## config.mk

```make
export PLATFORM = sky130hd
export DESIGN_NAME = acc_core
export DESIGN_NICKNAME = d
export VERILOG_FILES = /design/src/rtl/acc_core_pkg.sv /design/src/rtl/acc_decode.sv /design/src/rtl/acc_ctrl.sv /design/src/rtl/acc_dpath.sv /design/src/rtl/acc_core.sv
export SDC_FILE = /design/constraint.sdc
export NUM_CORES = 1
export LEC_CHECK = 0
export BUFFER_PORTS_ARGS = -buffer_cell sky130_fd_sc_hd__buf_2
export CORE_MARGIN = 2
export CORE_UTILIZATION = 40
export CTS_BUF_LIST = sky130_fd_sc_hd__clkbuf_4
export DETAILED_ROUTE_END_ITERATION = 16
export GPL_TIMING_DRIVEN = 0
export MAX_ROUTING_LAYER = met4
export PLACE_DENSITY = 0.64
export SETUP_SLACK_MARGIN = 0.4
export SLEW_MARGIN = 20
export SYNTH_ARGS = -nofsm -noshare
export SYNTH_HDL_FRONTEND = slang
export SYNTH_SLANG_ARGS = --single-unit
```

## constraint.sdc

```tcl
create_clock -name clk -period 2.5 [get_ports clk]
set_input_delay 0.5 -clock clk [delete_from_list [all_inputs] [get_ports clk]]
set_output_delay 0.5 -clock clk [all_outputs]
set_load 0.01 [all_outputs]
```

## src/rtl/acc_core_pkg.sv

```systemverilog
package acc_core_pkg;

  localparam int OP_W = 3;

  localparam logic [OP_W-1:0] OPC_LOAD  = 3'b001;
  localparam logic [OP_W-1:0] OPC_ADD   = 3'b010;
  localparam logic [OP_W-1:0] OPC_STORE = 3'b011;
  localparam logic [OP_W-1:0] OPC_STOP  = 3'b111;

  typedef enum logic [3:0] {
    ST_F_MAR,
    ST_F_RD,
    ST_F_CAP,
    ST_F_IR,
    ST_DEC,
    ST_O_RD,
    ST_O_CAP,
    ST_O_EXE,
    ST_S_MDR,
    ST_S_WR,
    ST_STOP
  } state_e;

  // Micro-operation strobes for the datapath
  typedef struct packed {
    logic mar_ip;
    logic mar_ir;
    logic ip_inc;
    logic mdr_mem;
    logic mdr_acc;
    logic ir_mdr;
    logic acc_ld;
    logic acc_add;
  } uop_t;

  typedef struct packed {
    logic load;
    logic add;
    logic store;
    logic stop;
  } dec_t;

endpackage

```

## src/rtl/acc_decode.sv

```systemverilog
module acc_decode
  import acc_core_pkg::*;
(
  input  logic [OP_W-1:0] op,
  output dec_t            dec
);

  always_comb begin
    dec = '0;
    unique case (op)
      OPC_LOAD:  dec.load  = 1'b1;
      OPC_ADD:   dec.add   = 1'b1;
      OPC_STORE: dec.store = 1'b1;
      default:   dec.stop  = 1'b1;  // stop and all undefined codes
    endcase
  end

  // exactly one class per opcode
  always_comb begin
    a_one_class_r2: assert ($countones(dec) == 1);
  end

endmodule

```

## src/rtl/acc_ctrl.sv

```systemverilog
module acc_ctrl
  import acc_core_pkg::*;
(
  input  logic clk,
  input  logic rst,
  input  dec_t dec,
  output uop_t uop,
  output logic mem_re,
  output logic mem_we,
  output logic halted
);

  state_e state, nxt;

  always_comb begin
    nxt = state;
    unique case (state)
      ST_F_MAR: nxt = ST_F_RD;
      ST_F_RD:  nxt = ST_F_CAP;
      ST_F_CAP: nxt = ST_F_IR;
      ST_F_IR:  nxt = ST_DEC;
      ST_DEC: begin
        if (dec.stop)       nxt = ST_STOP;
        else if (dec.store) nxt = ST_S_MDR;
        else                nxt = ST_O_RD;
      end
      ST_O_RD:  nxt = ST_O_CAP;
      ST_O_CAP: nxt = ST_O_EXE;
      ST_O_EXE: nxt = ST_F_MAR;
      ST_S_MDR: nxt = ST_S_WR;
      ST_S_WR:  nxt = ST_F_MAR;
      ST_STOP:  nxt = ST_STOP;
      default:  nxt = ST_F_MAR;
    endcase
  end

  always_comb begin
    uop = '0;
    unique case (state)
      ST_F_MAR: uop.mar_ip  = 1'b1;
      ST_F_RD:  uop.ip_inc  = 1'b1;
      ST_F_CAP: uop.mdr_mem = 1'b1;
      ST_F_IR:  uop.ir_mdr  = 1'b1;
      ST_DEC:   uop.mar_ir  = !dec.stop;
      ST_O_CAP: uop.mdr_mem = 1'b1;
      ST_O_EXE: begin
        uop.acc_ld  = dec.load;
        uop.acc_add = dec.add;
      end
      ST_S_MDR: uop.mdr_acc = 1'b1;
      default:  uop = '0;
    endcase
  end

  // Strobes are registered from the next state
  always_ff @(posedge clk) begin
    if (rst) begin
      state  <= ST_F_MAR;
      mem_re <= 1'b0;
      mem_we <= 1'b0;
      halted <= 1'b0;
    end else begin
      state  <= nxt;
      mem_re <= (nxt == ST_F_RD) || (nxt == ST_O_RD);
      mem_we <= (nxt == ST_S_WR);
      if (nxt == ST_STOP) halted <= 1'b1;
    end
  end

  p_halt_entry_r7: assert property (@(posedge clk) disable iff (rst)
    $rose(halted) |-> $past(state) == ST_DEC);

  p_strobe_state_r8: assert property (@(posedge clk) disable iff (rst)
    mem_we |-> state == ST_S_WR);

endmodule

```

## src/rtl/acc_dpath.sv

```systemverilog
module acc_dpath
  import acc_core_pkg::*;
#(
  parameter int ADDR_W = 5,
  parameter int DATA_W = OP_W + ADDR_W
)(
  input  logic              clk,
  input  logic              rst,
  input  uop_t              uop,
  input  logic [DATA_W-1:0] mem_rdata,
  output logic [OP_W-1:0]   ir_op,
  output logic [ADDR_W-1:0] mar,
  output logic [DATA_W-1:0] mdr,
  output logic [DATA_W-1:0] acc
);

  logic [ADDR_W-1:0] ip;
  logic [DATA_W-1:0] ir;

  assign ir_op = ir[DATA_W-1 -: OP_W];

  always_ff @(posedge clk) begin
    if (rst) begin
      ip  <= '0;
      mar <= '0;
      mdr <= '0;
      ir  <= '0;
      acc <= '0;
    end else begin
      if (uop.mar_ip)      mar <= ip;
      else if (uop.mar_ir) mar <= ir[ADDR_W-1:0];
      if (uop.ip_inc)      ip  <= ip + 1'b1;
      if (uop.mdr_mem)      mdr <= mem_rdata;
      else if (uop.mdr_acc) mdr <= acc;
      if (uop.ir_mdr)      ir  <= mdr;
      if (uop.acc_ld)       acc <= mdr;
      else if (uop.acc_add) acc <= acc + mdr;  // wraps modulo 2^DATA_W
    end
  end

  p_ip_hold_r3: assert property (@(posedge clk) disable iff (rst)
    !uop.ip_inc |=> $stable(ip));

  p_acc_hold_r6: assert property (@(posedge clk) disable iff (rst)
    (uop.mdr_acc || uop.mar_ip) |=> $stable(acc));

endmodule

```

## src/rtl/acc_core.sv

```systemverilog
module acc_core
  import acc_core_pkg::*;
#(
  parameter  int ADDR_W = 5,
  localparam int DATA_W = OP_W + ADDR_W
)(
  input  logic              clk,
  input  logic              rst,
  output logic [ADDR_W-1:0] mem_addr,
  output logic              mem_re,
  output logic              mem_we,
  output logic [DATA_W-1:0] mem_wdata,
  input  logic [DATA_W-1:0] mem_rdata,
  output logic [DATA_W-1:0] acc,
  output logic              halted
);

  uop_t            uop;
  dec_t            dec;
  logic [OP_W-1:0] ir_op;

  acc_decode i_decode (
    .op  (ir_op),
    .dec (dec)
  );

  acc_ctrl i_ctrl (
    .clk    (clk),
    .rst    (rst),
    .dec    (dec),
    .uop    (uop),
    .mem_re (mem_re),
    .mem_we (mem_we),
    .halted (halted)
  );

  acc_dpath #(.ADDR_W(ADDR_W), .DATA_W(DATA_W)) i_dpath (
    .clk       (clk),
    .rst       (rst),
    .uop       (uop),
    .mem_rdata (mem_rdata),
    .ir_op     (ir_op),
    .mar       (mem_addr),
    .mdr       (mem_wdata),
    .acc       (acc)
  );

  p_halt_sticky_r7: assert property (@(posedge clk) disable iff (rst)
    halted |=> halted);

  p_quiet_halted_r7: assert property (@(posedge clk) disable iff (rst)
    halted |-> (!mem_re && !mem_we));

  p_one_strobe_r8: assert property (@(posedge clk) disable iff (rst)
    !(mem_re && mem_we));

  p_store_data_r6: assert property (@(posedge clk) disable iff (rst)
    mem_we |-> mem_wdata == acc);

endmodule

```

# Yosys cells after proc, flatten, opt, wreduce, memory -nomap -nowiden
# Index checks and enable logic that the tools add are counted.
word_totals:
  regBits: 41
  input_bits: 10
  output_inout_bits: 24
  word_cells: 53
op_classes:
  n_addsub: 2
  n_eq_ne: 16
  n_mux: 19
  reduce_logical: 7
ops:
  columns: ["op", "n"]
  rows:
  - ["4-bit one-hot mux with 9 select lines", 1]
  - ["8-bit 2-to-1 mux", 4]
  - ["4-bit by 3-bit equality test with 1-bit output, second input constant", 5]
  - ["4-bit equality test, second input constant", 4]
  - ["5-bit 2-to-1 mux", 2]
  - ["1-bit 2-to-1 mux", 9]
  - ["8-bit adder", 1]
  - ["4-bit by 1-bit equality test with 1-bit output, second input constant", 2]
  - ["4-bit by 2-bit equality test with 1-bit output, second input constant", 2]
  - ["4-bit 2-to-1 mux", 2]
  - ["3-bit by 2-bit equality test with 1-bit output, second input constant", 2]
  - ["2-bit nonzero test", 3]
  - ["5-bit by 1-bit adder with 5-bit output, second input constant", 1]
  - ["4-bit zero test", 1]
  - ["3-bit by 1-bit equality test with 1-bit output, second input constant", 1]
  - ["3-bit OR reduction", 1]
  - ["2-bit 2-to-1 mux", 1]
  - ["2-bit OR reduction", 1]
  - ["1-bit logical OR", 1]

# Logic depth before layout (Yosys ltp)
logic_depth:
  ltp_word: 7
  ltp_mapped: 8
  ltp_nobuf: 8

# Cells and area by module
# From an unflattened synthesis, not the netlist that was laid out.
unflattened:
  hier_cells: 264
  hier_area_um2: 2245.9
modules_own_cells:
  columns: ["mod", "instances", "cells_each", "area_each_um2", "seq_area_each_um2"]
  rows:
  - ["acc_dpath", 1, 212, 1816.7, 680.7]
  - ["acc_ctrl", 1, 48, 396.6, 140.1]
  - ["acc_decode", 1, 4, 32.5, 0.0]

# Least setup slack after synthesis
# Ideal clock, no wire load.
synth_path:
  path_type: "reg-to-reg"
  from: "register i_dpath.mdr[0]"
  to: "register i_dpath.acc[6]"
  setup_time_ps: 116
  arrival_time_ps: 1799
  t_required_ps: 2384
  setup_slack_ps: 585
  stages_incl_launch_ff: 9
  path_buffers: 0
  synth_period_minus_slack_ps: 1915
  path_cell_list: "dfxtp_1 -> ha_1 -> inv_1 -> fa_1 -> nor2b_1 -> o31a_1 -> o21a_1 -> or3_1 -> a41o_1"
synth_via:
  elab_chain_cells: 3
synth_rtl:
  columns: ["item", "line_no", "rtl"]
  rows:
  - ["from (decl)", "acc_dpath.sv:13", "output logic [DATA_W-1:0] mdr,"]
  - ["from (signal assigned)", "acc_dpath.sv:33", "if (uop.mdr_mem) mdr <= mem_rdata;"]
  - ["8-bit adder", "acc_dpath.sv:37", "else if (uop.acc_add) acc <= acc + mdr;"]
  - ["8-bit 2-to-1 mux", "acc_dpath.sv:37", null]
  - ["8-bit 2-to-1 mux", "acc_dpath.sv:36", "if (uop.acc_ld) acc <= mdr;"]
  - ["to (signal assigned)", "acc_dpath.sv:36", null]
  - ["to (signal assigned)", "acc_dpath.sv:37", null]
  - ["to (decl)", "acc_dpath.sv:14", "output logic [DATA_W-1:0] acc"]
# Every way passes these cells. The select of a mux whose other input is x is not followed.
# A chain may end at the register's enable or synchronous reset.

# Final worst setup path
layout_path:
  from: "register i_dpath.mdr[2]"
  to: "register i_dpath.acc[6]"
# The elaborated chain is that of the path after synthesis.

==> run metrics <==
status=finished, final reports clean; Routed WL=between 5000 and 6000 µm; Yosys cell types=53; # diodes=0; P_leak=roughly 0.99 nW; post-CTS setup buffers=0; Final setup violation count=0; main combinational cell family by area after synthesis=compound AO/OA/AOI/OAI gates; Post-synth top flop=dfxtp_1; share of total power in combinational logic=0.239; hold violation total from the final report=0; Final #Nets=roughly 320; switching part of the total=0.3422; Reg2Reg Setup Slack=approximately 500 ps; clock power share=0.242; Tmin final=~2000 ps; Post-synth ARST share=0; RSZ-0062 raised after global routing=no; Worst-path clk slew=between 100 and 150 ps; post-synthesis cell count=around 270; Root Driver=clkbuf_4; CP Launch Type=flop; Initial Util=0.4113; WL met3=roughly 360 µm; Starting DRT DRC Count=about 110; Power Total=~1.5 mW; Die Width=roughly 79 µm; Num CTS Buffers=5; Clock Skew=~5.5 ps; vias post-DR=between 2,000 and 2,500; Synth area leader=dfxtp_1; Area contributors post-synth=dfxtp_1, nor2_1, ha_1, mux2i_1, nand2_1; # rows=27; post-DR vias/cell=approximately 5.6; io pins=34; Layout area overhead=14.56%; CTS tree=yes; Netlist Area Pre-Place=0.002251 mm²; syn_area_per_cell=~8.5 µm²; Post-synth EDFFs=0; Post-Route M1 WL=approximately 2800 µm; total track usage=0.2040; R2R Path End=i_dpath.acc[6]$_SDFFE_PP0P_; Clock Path Buffers=2; Critical Path End=i_dpath.acc[6]$_SDFFE_PP0P_; largest net degree at the start of global routing=14; commonest cells in the synthesized netlist=nor2_1, dfxtp_1, nand2_1; gpl congestion=roughly 0.82; Worst Setup End Kind=flop; fin area=~0.0026 mm²; HP Class=primary input to flop; pwr/cell area=564.4 mW/mm²; launch point of the worst path=i_dpath.mdr[2]$_SDFFE_PP0P_; simple-gate share of the synthesized area=0.2084; total gr overflow=0; Psw=~0.5 mW; Tcrit/Tclk final=0.8002; first-pass GRT wire length=roughly 9600 µm; Mapped Nets=roughly 280; worst r2r src=i_dpath.mdr[2]$_SDFFE_PP0P_; Final Non-Filler Cells=around 380; max frequency=approximately 500 MHz; top routing layer in use=met4; Pre-Repair DR Iteration Count=4; internal power=0.9573 mW; Peak supply drop=250.6 µV; critical path's slowest cell=dfxtp_1; share of the synthesized area in the top cell type=0.3646; DP Worst Slack=457.5 ps; DR DRC count=0; CP required=around 2800 ps; Final WS setup=~500 ps; Slew Viols, Final=0; met2 wire length=around 2600 µm; area of the die=roughly 0.0062 mm²; CTS sink cnt=between 40 and 50; Slew headroom=0.5517; # Max-Cap Violations=0; Die Span Y=79.02 µm; setup TNS=0 ps; worst-path fanout max=5; Critical Path AT=around 2300 ps; Compound-Gate Fraction of Synth Area=0.2501; vias in the first global route=between 1,500 and 2,000; most common cell in the netlist=nor2_1; DP Cell Count=370; Avg WL per Cell=about 16 µm; Final HPWL DP=about 4300 µm; worst skew pair latency=between 300 and 400 ps; R2R cell count=6; crit-path cells=ha_1 -> nor2b_1 -> o31a_1 -> o21a_1 -> or3_1 -> a41o_1; Sequential Power Share=0.518; H-tree depth=2; Seq/Total Area, Yosys=0.3646; antenna violations before repair=0; slowest stage delay, CP=470 ps; multiplexer area fraction after synthesis=0.04002; ANT nets after route=0; Synth warnings=0; Adder-Cell Fraction of Synth Area=0.05336; PortBufs=33; Critical Setup Path Class=flop to flop; Core ar.=0.005473 mm²; register bit total from synthesis=41; DP Area=roughly 0.0025 mm²; worst slew pin tran=between 600 and 700 ps; layout cells sized above 1=0.2124; Synth Area in XOR/XNOR=0.02724; # fillers=roughly 570
critical path, delay by kind of cell, from the launching register on:
family	cells	cell delay, ps
DFF	1	470
adders and majority gates	1	310
and+or+nand+nor	2	460
AOI/OAI and AO/OA	3	660
routing by layer:
| layer | GRT usage | up-vias |
|---|---|---|
| met5 | - | - |
| met4 | 0.06034 | 0 |
| met3 | 0.04545 | 6 |
| met2 | 0.3093 | 70 |
| met1 | 0.2739 | 1004 |
| li1 | - | 1049 |
repair_timing:
action | 4_1_cts | 5_1_grt
hold endpoints to repair | 0 | 0
hold buffers | 0 | 0
resized for setup | 0 | 6
setup endpoints to repair | 0 | 4
worst min path at each step:
stage | startpoint | to | cells past startpoint
floorplan | i_dpath.ir[0]$_SDFFE_PP0P_ | i_dpath.ir[0]$_SDFFE_PP0P_ | 2
global placement | i_ctrl.halted$_SDFFE_PP0N_ | i_ctrl.halted$_SDFFE_PP0N_ | 2
detailed placement | i_ctrl.halted$_SDFFE_PP0N_ | i_ctrl.halted$_SDFFE_PP0N_ | 2
CTS | mem_rdata[4] | i_dpath.mdr[4]$_SDFFE_PP0P_ | 3
global route | mem_rdata[4] | i_dpath.mdr[4]$_SDFFE_PP0P_ | 3
finish | mem_rdata[4] | i_dpath.mdr[4]$_SDFFE_PP0P_ | 3
cell usage in the layout, fill, tap and decap left out, types with 3 or more instances in the layout:
cell and instances:
nor2_1 49, dfxtp_1 39, buf_2 35, nand2_1 18, a21oi_1 13, o21ai_0 12, inv_1 10, mux2i_1 9
a22oi_1 8, clkbuf_1 7, ha_1 7, a311oi_1 6, o22ai_1 6, clkbuf_4 6, nor3_1 5, xor2_1 5
o21a_1 4, a211oi_1 4, o221ai_1 4, nor2b_1 3, buf_6 3, nand3_1 3, a221oi_1 3
sequential cells by signal, summed over array words and instances (netlist names):
register       count
i_dpath.mdr        8
i_ctrl.state       4
i_ctrl.halted      1
i_ctrl.mem_we      1
i_dpath.mar        5
i_dpath.acc        8
i_dpath.ip         5
i_ctrl.mem_re      1
i_dpath.ir         8
layout make-up:
cell class                      count  area, µm²  share of cell area
Inverter                           11      41.29             0.01601
Sequential cell                    41      823.3              0.3193
Clock inverter                      2      15.01            0.005822
Multi-Input combinational cell    199       1314              0.5095
Clock buffer                        6      45.04             0.01747
Timing Repair Buffer               33      165.2             0.06405
Buffer                             14      85.08             0.03299
Tap cell                           72      90.09             0.03493
through the flow:
step | utilization | hold WS, ps
final | 0.4712 | 476.6
after global routing | 0.4712 | 472.2
after CTS | 0.4689 | 455.9
after detailed placement | 0.4579 | 470.2
after global placement | 0.4579 | 460.5
after floorplan | - | 453.5
cells by family after synthesis:
family                   count (synthesis)
XOR/XNOR                                 7
multiplexers                             9
AND/OR/NAND/NOR                         96
flip-flops                              41
AO/OA/AOI/OAI                           78
buffers and inverters                   25
adder cells (fa/ha/maj)                  9
power groups by stage:
stage | clock network, mW | logic, mW | registers (mW)
final | 0.353 | 0.348 | 0.754
after detailed placement | 0 | 0.347 | 0.768
after floorplan | 0 | 0.234 | 0.771
after global routing | 0.395 | 0.392 | 0.762
after CTS | 0.370 | 0.347 | 0.754
after global placement | 0 | 0.342 | 0.768
(Power assumes the default switching activity.)
